File: src/rtl/pll_cfg_pkg.sv
package pll_cfg_pkg;

   localparam int BUS_W     = 32;
   localparam int DIV_W     = 8;
   localparam int MUL_W     = 8;
   localparam int FRAC_W    = 22;
   localparam int ID_W      = 3;
   localparam int STUP_W    = 6;
   localparam int MAX_CH    = 1 << ID_W;

   // control word 0 layout
   localparam int C0_DIVEN_BIT  = 8;
   localparam int C0_LOCKEN_BIT = 9;
   localparam int C0_PLLEN_BIT  = 10;
   // control word 1 layout
   localparam int C1_MUL_LSB    = 24;
   // update word layout
   localparam int UP_GO_BIT     = 8;
   localparam int UP_STUP_LSB   = 16;

   typedef enum logic [1:0] {
      RA_CTL0 = 2'd0,
      RA_CTL1 = 2'd1,
      RA_UPD  = 2'd2,
      RA_STAT = 2'd3
   } reg_addr_e;

   typedef struct packed {
      logic             pll_en;
      logic             lock_en;
      logic             div_en;
      logic [DIV_W-1:0] div;
   } ctl0_t;

   typedef struct packed {
      logic [MUL_W-1:0]  mul;
      logic [FRAC_W-1:0] frac;
   } ctl1_t;

   function automatic logic [BUS_W-1:0] enc_ctl0(input ctl0_t c);
      logic [BUS_W-1:0] w;
      w = '0;
      w[DIV_W-1:0]     = c.div;
      w[C0_DIVEN_BIT]  = c.div_en;
      w[C0_LOCKEN_BIT] = c.lock_en;
      w[C0_PLLEN_BIT]  = c.pll_en;
      return w;
   endfunction

   function automatic logic [BUS_W-1:0] enc_ctl1(input ctl1_t c);
      logic [BUS_W-1:0] w;
      w = '0;
      w[FRAC_W-1:0]                  = c.frac;
      w[C1_MUL_LSB +: MUL_W]         = c.mul;
      return w;
   endfunction

endpackage

File: src/rtl/pll_cfg_chan.sv
module pll_cfg_chan
   import pll_cfg_pkg::*;
#(
   parameter int PRESCALE = 16
)(
   input  logic                 clk,
   input  logic                 rst_n,
   input  logic                 wr_ctl0_i,
   input  logic                 wr_ctl1_i,
   input  logic                 commit_i,
   input  logic [BUS_W-1:0]     wdata_i,
   input  logic [STUP_W-1:0]    stup_i,
   output ctl0_t                stg0_o,
   output ctl1_t                stg1_o,
   output ctl0_t                act0_o,
   output ctl1_t                act1_o,
   output logic                 ready_o
);

   localparam int MAX_WAIT = ((1 << STUP_W) - 1) * PRESCALE;
   localparam int CNT_W    = $clog2(MAX_WAIT + 1);

   ctl0_t            stg0_q, act0_q, wr0;
   ctl1_t            stg1_q, act1_q, wr1;
   logic [CNT_W-1:0] cnt_q;
   logic             busy_q;
   logic             ready_q;
   logic             unused_wd;

   assign unused_wd = ^wdata_i[C1_MUL_LSB-1:FRAC_W];

   // field extraction from the bus word
   always_comb begin
      wr0.div     = wdata_i[DIV_W-1:0];
      wr0.div_en  = wdata_i[C0_DIVEN_BIT];
      wr0.lock_en = wdata_i[C0_LOCKEN_BIT];
      wr0.pll_en  = wdata_i[C0_PLLEN_BIT];
      wr1.frac    = wdata_i[FRAC_W-1:0];
      wr1.mul     = wdata_i[C1_MUL_LSB +: MUL_W];
   end

   // staging copy, written by the bus
   always_ff @(posedge clk or negedge rst_n) begin
      if (!rst_n) begin
         stg0_q <= '0;
         stg1_q <= '0;
      end else begin
         if (wr_ctl0_i) stg0_q <= wr0;
         if (wr_ctl1_i) stg1_q <= wr1;
      end
   end

   // active copy and relock timer
   always_ff @(posedge clk or negedge rst_n) begin
      if (!rst_n) begin
         act0_q  <= '0;
         act1_q  <= '0;
         cnt_q   <= '0;
         busy_q  <= 1'b0;
         ready_q <= 1'b0;
      end else if (commit_i) begin
         act0_q  <= stg0_q;
         act1_q  <= stg1_q;
         ready_q <= 1'b0;
         busy_q  <= stg0_q.pll_en;
         cnt_q   <= CNT_W'(stup_i) * CNT_W'(PRESCALE);
      end else if (busy_q) begin
         if (cnt_q == '0) begin
            ready_q <= 1'b1;
            busy_q  <= 1'b0;
         end else begin
            cnt_q <= cnt_q - 1'b1;
         end
      end
   end

   assign stg0_o  = stg0_q;
   assign stg1_o  = stg1_q;
   assign act0_o  = act0_q;
   assign act1_o  = act1_q;
   assign ready_o = ready_q;

   p_commit_drops_ready_r5: assert property (@(posedge clk) disable iff (!rst_n)
      commit_i |=> !ready_o);

   p_off_never_ready_r6: assert property (@(posedge clk) disable iff (!rst_n)
      !act0_q.pll_en |-> !ready_o);

   p_active_hold_r2: assert property (@(posedge clk) disable iff (!rst_n)
      !commit_i |=> ($stable(act0_q) && $stable(act1_q)));

   p_ready_after_count_r5: assert property (@(posedge clk) disable iff (!rst_n)
      $rose(ready_o) |-> ($past(busy_q) && $past(cnt_q) == '0));

endmodule

File: src/rtl/pll_cfg_regif.sv
module pll_cfg_regif
   import pll_cfg_pkg::*;
#(
   parameter int NUM_CH    = 8,
   parameter bit RDATA_REG = 1'b1
)(
   input  logic                 clk,
   input  logic                 rst_n,
   input  logic                 bus_sel_i,
   input  logic                 bus_we_i,
   input  logic [1:0]           bus_addr_i,
   input  logic [BUS_W-1:0]     bus_wdata_i,
   output logic [BUS_W-1:0]     bus_rdata_o,
   input  ctl0_t [NUM_CH-1:0]   stg0_i,
   input  ctl1_t [NUM_CH-1:0]   stg1_i,
   input  logic [NUM_CH-1:0]    ready_i,
   output logic [NUM_CH-1:0]    wr_ctl0_o,
   output logic [NUM_CH-1:0]    wr_ctl1_o,
   output logic [NUM_CH-1:0]    commit_o,
   output logic [STUP_W-1:0]    stup_o
);

   logic [ID_W-1:0]   sel_id_q;
   logic [ID_W-1:0]   upd_id_q;
   logic [STUP_W-1:0] stup_q;
   logic              upd_pulse_q;
   logic              id_ok;
   logic              wr_en;
   logic              rd_en;
   logic [BUS_W-1:0]  rd_mux;
   logic              unused_wd;

   assign unused_wd = ^{bus_wdata_i[BUS_W-1:UP_STUP_LSB+STUP_W],
                        bus_wdata_i[UP_STUP_LSB-1:UP_GO_BIT+1],
                        bus_wdata_i[UP_GO_BIT-1:ID_W]};

   assign wr_en = bus_sel_i &  bus_we_i;
   assign rd_en = bus_sel_i & ~bus_we_i;
   assign id_ok = (int'(sel_id_q) < NUM_CH);

   // update register: selector, startup field, self-clearing commit
   always_ff @(posedge clk or negedge rst_n) begin
      if (!rst_n) begin
         sel_id_q    <= '0;
         upd_id_q    <= '0;
         stup_q      <= '0;
         upd_pulse_q <= 1'b0;
      end else if (wr_en && bus_addr_i == RA_UPD) begin
         sel_id_q    <= bus_wdata_i[ID_W-1:0];
         upd_id_q    <= bus_wdata_i[ID_W-1:0];
         stup_q      <= bus_wdata_i[UP_STUP_LSB +: STUP_W];
         upd_pulse_q <= bus_wdata_i[UP_GO_BIT];
      end else begin
         upd_pulse_q <= 1'b0;
      end
   end

   // per-channel strobes
   for (genvar c = 0; c < NUM_CH; c++) begin : g_strobe
      assign wr_ctl0_o[c] = wr_en && bus_addr_i == RA_CTL0 && id_ok
                            && sel_id_q == ID_W'(c);
      assign wr_ctl1_o[c] = wr_en && bus_addr_i == RA_CTL1 && id_ok
                            && sel_id_q == ID_W'(c);
      assign commit_o[c]  = upd_pulse_q && upd_id_q == ID_W'(c);
   end

   assign stup_o = stup_q;

   // read multiplexer
   always_comb begin
      rd_mux = '0;
      unique case (bus_addr_i)
         RA_CTL0: if (id_ok) rd_mux = enc_ctl0(stg0_i[sel_id_q]);
         RA_CTL1: if (id_ok) rd_mux = enc_ctl1(stg1_i[sel_id_q]);
         RA_UPD: begin
            rd_mux[ID_W-1:0]               = sel_id_q;
            rd_mux[UP_STUP_LSB +: STUP_W]  = stup_q;
         end
         default: rd_mux[NUM_CH-1:0] = ready_i;
      endcase
   end

   if (RDATA_REG) begin : g_rd_flop
      logic [BUS_W-1:0] rdata_q;
      always_ff @(posedge clk or negedge rst_n) begin
         if (!rst_n)     rdata_q <= '0;
         else if (rd_en) rdata_q <= rd_mux;
      end
      assign bus_rdata_o = rdata_q;

      p_go_reads_zero_r4: assert property (@(posedge clk) disable iff (!rst_n)
         (rd_en && bus_addr_i == RA_UPD) |=> !bus_rdata_o[UP_GO_BIT]);

      p_bad_id_reads_zero_r8: assert property (@(posedge clk) disable iff (!rst_n)
         (rd_en && bus_addr_i != RA_UPD && bus_addr_i != RA_STAT
          && int'(sel_id_q) >= NUM_CH) |=> bus_rdata_o == '0);
   end else begin : g_rd_comb
      assign bus_rdata_o = rd_mux;
   end

   p_pulse_from_write_r3: assert property (@(posedge clk) disable iff (!rst_n)
      upd_pulse_q |-> $past(wr_en && bus_addr_i == RA_UPD && bus_wdata_i[UP_GO_BIT]));

endmodule

File: src/rtl/pll_cfg_bank.sv
module pll_cfg_bank
   import pll_cfg_pkg::*;
#(
   parameter int NUM_CH    = 8,
   parameter int PRESCALE  = 16,
   parameter bit RDATA_REG = 1'b1
)(
   input  logic                     clk,
   input  logic                     rst_n,
   input  logic                     bus_sel,
   input  logic                     bus_we,
   input  logic [1:0]               bus_addr,
   input  logic [31:0]              bus_wdata,
   output logic [31:0]              bus_rdata,
   output logic [NUM_CH-1:0]        ready_o,
   output logic [NUM_CH-1:0]        pll_en_o,
   output logic [NUM_CH-1:0]        div_en_o,
   output logic [NUM_CH-1:0]        lock_en_o,
   output logic [NUM_CH*8-1:0]      div_o,
   output logic [NUM_CH*8-1:0]      mul_o,
   output logic [NUM_CH*22-1:0]     frac_o
);

   if (NUM_CH < 1 || NUM_CH > MAX_CH) begin : g_bad_nch
      $error("pll_cfg_bank: NUM_CH out of range");
   end
   if (PRESCALE < 1) begin : g_bad_pre
      $error("pll_cfg_bank: PRESCALE must be at least 1");
   end

   ctl0_t [NUM_CH-1:0] stg0, act0;
   ctl1_t [NUM_CH-1:0] stg1, act1;
   logic  [NUM_CH-1:0] wr_ctl0, wr_ctl1, commit, ready;
   logic  [STUP_W-1:0] stup;

   pll_cfg_regif #(
      .NUM_CH    (NUM_CH),
      .RDATA_REG (RDATA_REG)
   ) regif_i (
      .clk         (clk),
      .rst_n       (rst_n),
      .bus_sel_i   (bus_sel),
      .bus_we_i    (bus_we),
      .bus_addr_i  (bus_addr),
      .bus_wdata_i (bus_wdata),
      .bus_rdata_o (bus_rdata),
      .stg0_i      (stg0),
      .stg1_i      (stg1),
      .ready_i     (ready),
      .wr_ctl0_o   (wr_ctl0),
      .wr_ctl1_o   (wr_ctl1),
      .commit_o    (commit),
      .stup_o      (stup)
   );

   for (genvar c = 0; c < NUM_CH; c++) begin : g_ch
      pll_cfg_chan #(
         .PRESCALE (PRESCALE)
      ) chan_i (
         .clk       (clk),
         .rst_n     (rst_n),
         .wr_ctl0_i (wr_ctl0[c]),
         .wr_ctl1_i (wr_ctl1[c]),
         .commit_i  (commit[c]),
         .wdata_i   (bus_wdata),
         .stup_i    (stup),
         .stg0_o    (stg0[c]),
         .stg1_o    (stg1[c]),
         .act0_o    (act0[c]),
         .act1_o    (act1[c]),
         .ready_o   (ready[c])
      );

      assign pll_en_o[c]          = act0[c].pll_en;
      assign div_en_o[c]          = act0[c].div_en;
      assign lock_en_o[c]         = act0[c].lock_en;
      assign div_o[c*8 +: 8]      = act0[c].div;
      assign mul_o[c*8 +: 8]      = act1[c].mul;
      assign frac_o[c*22 +: 22]   = act1[c].frac;
   end

   assign ready_o = ready;

   p_one_commit_r9: assert property (@(posedge clk) disable iff (!rst_n)
      $onehot0(commit));

   p_ctl_write_one_ch_r8: assert property (@(posedge clk) disable iff (!rst_n)
      $onehot0(wr_ctl0 | wr_ctl1));

endmodule

File: config.mk
export PLATFORM = sky130hd
export DESIGN_NAME = pll_cfg_bank
export DESIGN_NICKNAME = d
export VERILOG_FILES = /design/src/rtl/pll_cfg_pkg.sv /design/src/rtl/pll_cfg_chan.sv /design/src/rtl/pll_cfg_regif.sv /design/src/rtl/pll_cfg_bank.sv
export SDC_FILE = /design/constraint.sdc
export NUM_CORES = 1
export LEC_CHECK = 0
export ABC_AREA = 0
export CAP_MARGIN = 20
export CELL_PAD_IN_SITES_DETAIL_PLACEMENT = 0
export CELL_PAD_IN_SITES_GLOBAL_PLACEMENT = 2
export CORE_ASPECT_RATIO = 0.7
export CORE_UTILIZATION = 30
export CTS_BUF_LIST = sky130_fd_sc_hd__clkbuf_4
export CTS_CLUSTER_SIZE = 8
export DETAILED_ROUTE_END_ITERATION = 7
export PLACE_DENSITY = 0.64
export SYNTH_ARGS = -nofsm -noshare
export SYNTH_HDL_FRONTEND = slang
export SYNTH_SLANG_ARGS = --single-unit
File: constraint.sdc
create_clock -name clk -period 2.3 [get_ports clk]
set_input_delay 0.69 -clock clk [delete_from_list [all_inputs] [get_ports clk]]
set_output_delay 0.69 -clock clk [all_outputs]
set_load 0.005 [all_outputs]
# After elaboration in Yosys (flattened, before gate mapping)
# Cells that the tools add are included.
dict set report totals {
  reg_bits 794
  wordCells 304
  output_inout_bits 368
  inputBits 38
}
dict set report op_classes {
  n_eq_ne 17
  n_reduce_logical 69
  order_cmp 1
  muxes 82
  bitwise 3
  n_addsub 8
}
# op count
set op_table {}
lappend op_table {{2-to-1 mux 10 bit} 25}
lappend op_table {{binary-select mux 30 bit (select 3 bit)} 1}
lappend op_table {{logical NOT 10 bit} 8}
lappend op_table {{subtractor 10 x 1 -> 10 bit, second input constant} 8}
lappend op_table {{2-to-1 mux 1 bit} 49}
lappend op_table {{binary-select mux 11 bit (select 3 bit)} 1}
lappend op_table {{AND reduction 2 bit} 16}
lappend op_table {{nonzero test 2 bit} 16}
lappend op_table {{2-to-1 mux 30 bit} 1}
lappend op_table {{logical AND 1 bit} 27}
lappend op_table {{!= test 2 x 1 -> 1 bit, second input constant} 8}
lappend op_table {{one-hot mux 8 bit (2 select lines)} 1}
lappend op_table {{one-hot mux 5 bit (3 select lines)} 1}
lappend op_table {{equality test 3 bit, second input constant} 4}
lappend op_table {{one-hot mux 6 bit (2 select lines)} 1}
lappend op_table {{2-to-1 mux 11 bit} 1}
lappend op_table {{one-hot mux 3 bit (3 select lines)} 1}
lappend op_table {{equality test 3 x 2 -> 1 bit, second input constant} 2}
lappend op_table {{less-than comparator 3 x 4 -> 1 bit, second input constant} 1}
lappend op_table {{equality test 3 x 1 -> 1 bit, second input constant} 1}
lappend op_table {{logical NOT 3 bit} 1}
lappend op_table {{AND 1 bit} 2}
lappend op_table {{equality test 2 x 1 -> 1 bit, second input constant} 1}
lappend op_table {{equality test 2 bit, second input constant} 1}
lappend op_table {{other kinds (2)} 2}

# Longest topological paths before layout
dict set report logic_depth {
  ltp_word 4
  ltp_mapped 8
}

# By module
# Synthesis repeated with hierarchy kept, for this count alone.
dict set report hier_totals {
  hier_cells 2397
  area_unflattened_um2 34169.0
}
# mod cells_per_inst area_per_inst_um2 instances seq_area_each_um2
set by_module_without_submodules {}
lappend by_module_without_submodules {pll_cfg_chan 249 3707.3 8 2352.3}
lappend by_module_without_submodules {pll_cfg_regif 405 4510.6 1 1001.0}

# Worst setup path after synthesis
# OpenSTA, ideal clock, no wires.
dict set report synth_path {
  path_type {input to register}
  from {in bus_addr[1]}
  to {reg g_ch[1].chan_i.stg1_q (netlist bit g_ch[1].chan_i.stg1_o[11])}
  stages 8
  path_slack_ns 0.064
  arrival_time_ns 2.111
  path_cell_list {inv_1 ha_1 buf_2 nor2b_1 nand3_1 nor2_1 buf_2 mux2_2}
}
dict set report synth_via {
  elab_chain_cells 3
}
# element line
set synth_rtl {}
lappend synth_rtl {{start, declared} pll_cfg_bank.sv:12} ;# input logic [1:0] bus_addr,
lappend synth_rtl {{equality test 2 x 1 -> 1 bit} pll_cfg_regif.sv:62} ;# assign wr_ctl1_o[c] = wr_en && bus_addr_i == RA_CTL1 && id_ok
lappend synth_rtl {{logical AND 1 bit} pll_cfg_regif.sv:62}
lappend synth_rtl {{logical AND 1 bit} pll_cfg_regif.sv:63} ;# && sel_id_q == ID_W'(c);
lappend synth_rtl {{end signal, assigned} pll_cfg_chan.sv:49} ;# if (wr_ctl1_i) stg1_q <= wr1;
lappend synth_rtl {{end, declared} pll_cfg_chan.sv:24} ;# ctl1_t stg1_q, act1_q, wr1;
# Every way passes these cells.
# A chain may end at the register's enable or synchronous reset.

# Worst setup path in the final report
dict set report layout_path {
  from {reg g_ch[6].chan_i.act1_q (netlist bit g_ch[6].chan_i.act1_o[29])}
  to {out mul_o[55]}
}
# element line
set layout_rtl {}
lappend layout_rtl {{start, declared} pll_cfg_chan.sv:24}
lappend layout_rtl {{start signal, assigned} pll_cfg_chan.sv:63} ;# act1_q <= stg1_q;
lappend layout_rtl {{end, declared} pll_cfg_bank.sv:20} ;# output logic [NUM_CH*8-1:0] mul_o,
# No word-level cell between the ends.

==> flow_summary.ini <==
[grt]
grt_pass1_wl_mm = 191
grt_pass1_vias = 27400
antenna_found_initial = 7
grt_max_degree = 77
track_usage_pct = 22.7
overflow = 0

[pwr]
power_density_mw_per_mm2 = 904
power_mw = 39.6
leakagePower_nw = 22.6
ir_drop_v = 0.000466

[synthesis]
synth_top_family_by_area = multiplexers
yosysUniqueCellTypes = 70
synthCells = 2988
yosys.area_share.simple_pct = 14.5
synth-edff-count = 0
post-synth-top-count-cell = nand2_1
yosysSeqAreaShare_pct = 57.9
synth_compound_gate_area_share_pct = 4.76
synth_area_leader_cell = dfrtp_1
synth_warnings = 0
synth_commonest_cells = 952 x nand2_1, 792 x dfrtp_1, 381 x mux2_2
synth_xor_area_share_pct = 0.870
ys_seq_elements = 792
synth.top_cell.area_share_pct = 57.9
synth_mux_area_share_pct = 18.5
synth_area_leaders = dfrtp_1 58%, mux2_2 13%, nand2_1 10%, mux4_2 4.3%, mux2i_1 1.6%
ys.flop_type = dfrtp_1
synth_area_per_cell_um2 = 11.5
synthAdderAreaFrac_pct = 0.439
synth_area_mm2 = 0.0342
synthArstFlopShare_pct = 100

[drt]
vias = 26700
highest_layer = met4
drc_errors = 0
wl_met2_mm = 57.8
wire_per_inst_um = 24.0
wl_met3_mm = 8.35
drt_pass1_iterations = 5
wirelength_mm = 131
drt_iter0_markers = 1986
viasPerCell = 4.92
m1WireLength_mm = 62.0
postRouteAntennaNets = 0

[die]
io_pins = 406
placementRows = 103
die_w_um = 406
core_mm2 = 0.113
dieHeight_um = 285
dieArea_mm2 = 0.115
initial_core_util_pct = 30.3

[finish]
fillers = 11300
fin_area_mm2 = 0.0438
final_cell_count_no_fill = 5440
nets = 3801
area_growth_pct = 27.9
drive_above_1_share_pct = 39.4

[sta]
worst_slack_ns = -0.0905
hold_violations = 0
slew_headroom_pct = 46.8
final.setup.tns_ns = -4.68
hold_ws_ns = 0.298
fmax_mhz = 418
rsz0062_at_grt = true
skew_ns = 0.0653
finalMaxSlewViolations = 0
worstMarginPinSlew_ns = 0.797
post-route-period-util_pct = 104
finalSetupViolCount = 174
min_period_ns = 2.39

[placed_design]
place_congestion = 0.879
dp_hpwl_mm = 94.0
place_area_mm2 = 0.0413
io_buffers = 401
dp_cells = 4885

[cts]
clk_latency_ns = 1.11
root_buffer = clkbuf_4
htree_levels = 4
cts.sinks = 792
cts_made_buffers = 203
clockBufferDepth = 3
path_clk_slew_ns = 0.08
cts_tree = done

[hold_path]
hold_class = input pin to asynchronous set/reset pin

[setup_path]
endpoint_kind = primary output
cp-start-kind = flip-flop
cp_cell_sequence = buf_2
path_class = flip-flop to primary output
worstPathRequired_ns = 1.61
crit_slowest_cell = dfrtp_1
cp_max_fo = 2
crit_arrival_ns = 1.70
cp_top_family = flip-flops
slowest_delay_ns = 0.45
path_buf_inv = 1

[run_status]
violations = setup timing
status = complete, but fails checks

[flow_run]
cap_viol_max_count = 0
flip-flops by register name, indices dropped and copies added, names as in the netlist:
name / cells
regif_i.bus_rdata_o: 30
g_ch.chan_i.ready_o: 8
g_ch.chan_i.stg0_o: 88
g_ch.chan_i.busy_q: 8
g_ch.chan_i.cnt_q: 80
g_ch.chan_i.act1_o: 240
regif_i.stup_o: 6
g_ch.chan_i.stg1_o: 240
regif_i.upd_pulse_q: 1
regif_i.sel_id_q: 3
g_ch.chan_i.act0_o: 88
metrics by stage:
step	util [%]	worst slack, ns
floorplan	-	0.0645
global placement	36.6	-0.543
detailed placement	36.6	-0.534
CTS	38.2	-0.338
global route	38.8	-0.238
finish	38.8	-0.0905
placed cells by master (no fill, tap or decap), types with 21 or more instances in the layout:
cell	instances
a21oi_1	43
buf_12	55
buf_2	316
buf_4	291
buf_6	50
clkbuf_4	291
clkdlybuf4s50_1	34
clkinv_1	54
dfrtp_1	766
dfrtp_2	24
inv_1	29
mux2_2	381
mux2i_1	54
mux4_2	66
nand2_1	949
nand3_1	21
nor2_1	69
o21ai_0	61
xor2_1	21
worst register-to-register path, delay by kind of cell, from the launching register on:
kind	cells	cell delay [ns]
buffers and inverters	2	0.77
DFF	1	0.64
muxes	1	0.44
and+or+nand+nor	2	0.28
final cells by class:
type	instances	area, um2	share of cell area, %
Sequential cell	792	19900	45.3
Clock buffer	291	2180	4.99
Clock inverter	71	385	0.880
Inverter	29	109	0.249
Multi-Input combinational cell	1976	13500	30.9
Tap cell	1522	1900	4.35
Timing Repair Buffer	749	5810	13.3
Antenna cell	10	25.0	0.0571
path summary, 6_finish.rpt:
path,from,end,slack [ns],cells after the start
worst max-delay path,g_ch[6].chan_i.act1_o[29],mul_o[55],-0.09,1
worst min-delay path,rst_n,g_ch[5].chan_i.act1_o[27],0.30,3
worst max register to register,regif_i.sel_id_q[1],g_ch[1].chan_i.act1_o[29],0.05,5
worst min register to register,g_ch[7].chan_i.act1_o[13],g_ch[7].chan_i.act1_o[13],0.47,2
max in group asynchronous,rst_n,g_ch[4].chan_i.act1_o[1],0.91,3
min in group clk,g_ch[7].chan_i.act1_o[13],g_ch[7].chan_i.act1_o[13],0.47,2
cell families (layout without fill, tap and decap cells):
family | count (synthesis) | count (layout)
AOI/OAI and AO/OA | 227 | 227
buffers and inverters | 221 | 1140
and+or+nand+nor | 1199 | 1199
xor gates and xnor gates | 34 | 34
adders and majority gates | 12 | 12
muxes | 502 | 502
DFF | 792 | 792
other | 1 | 12
per-layer routing:
metal	up-vias	track usage [%]
li1	11900	-
met1	13900	33.6
met2	818	33.0
met3	158	4.33
met4	0	7.37
met5	-	0
report_power, final:
part	total, mW	switching (mW)	internal, mW
registers	19.1	2.81	16.3
clock network	12.2	6.16	6.07
logic	8.27	4.05	4.22
total	39.6	13.0	26.6
repair_timing:
action / CTS / global route
resized for setup: 1560 / 6
buffers inserted: 103 / 78
endpoints found under the hold margin: 791 / 0
hold buffers: 2 / 0
setup endpoints to repair: 366 / 373
pin swaps: 0 / 0
Power figures use the tool's default switching activity.
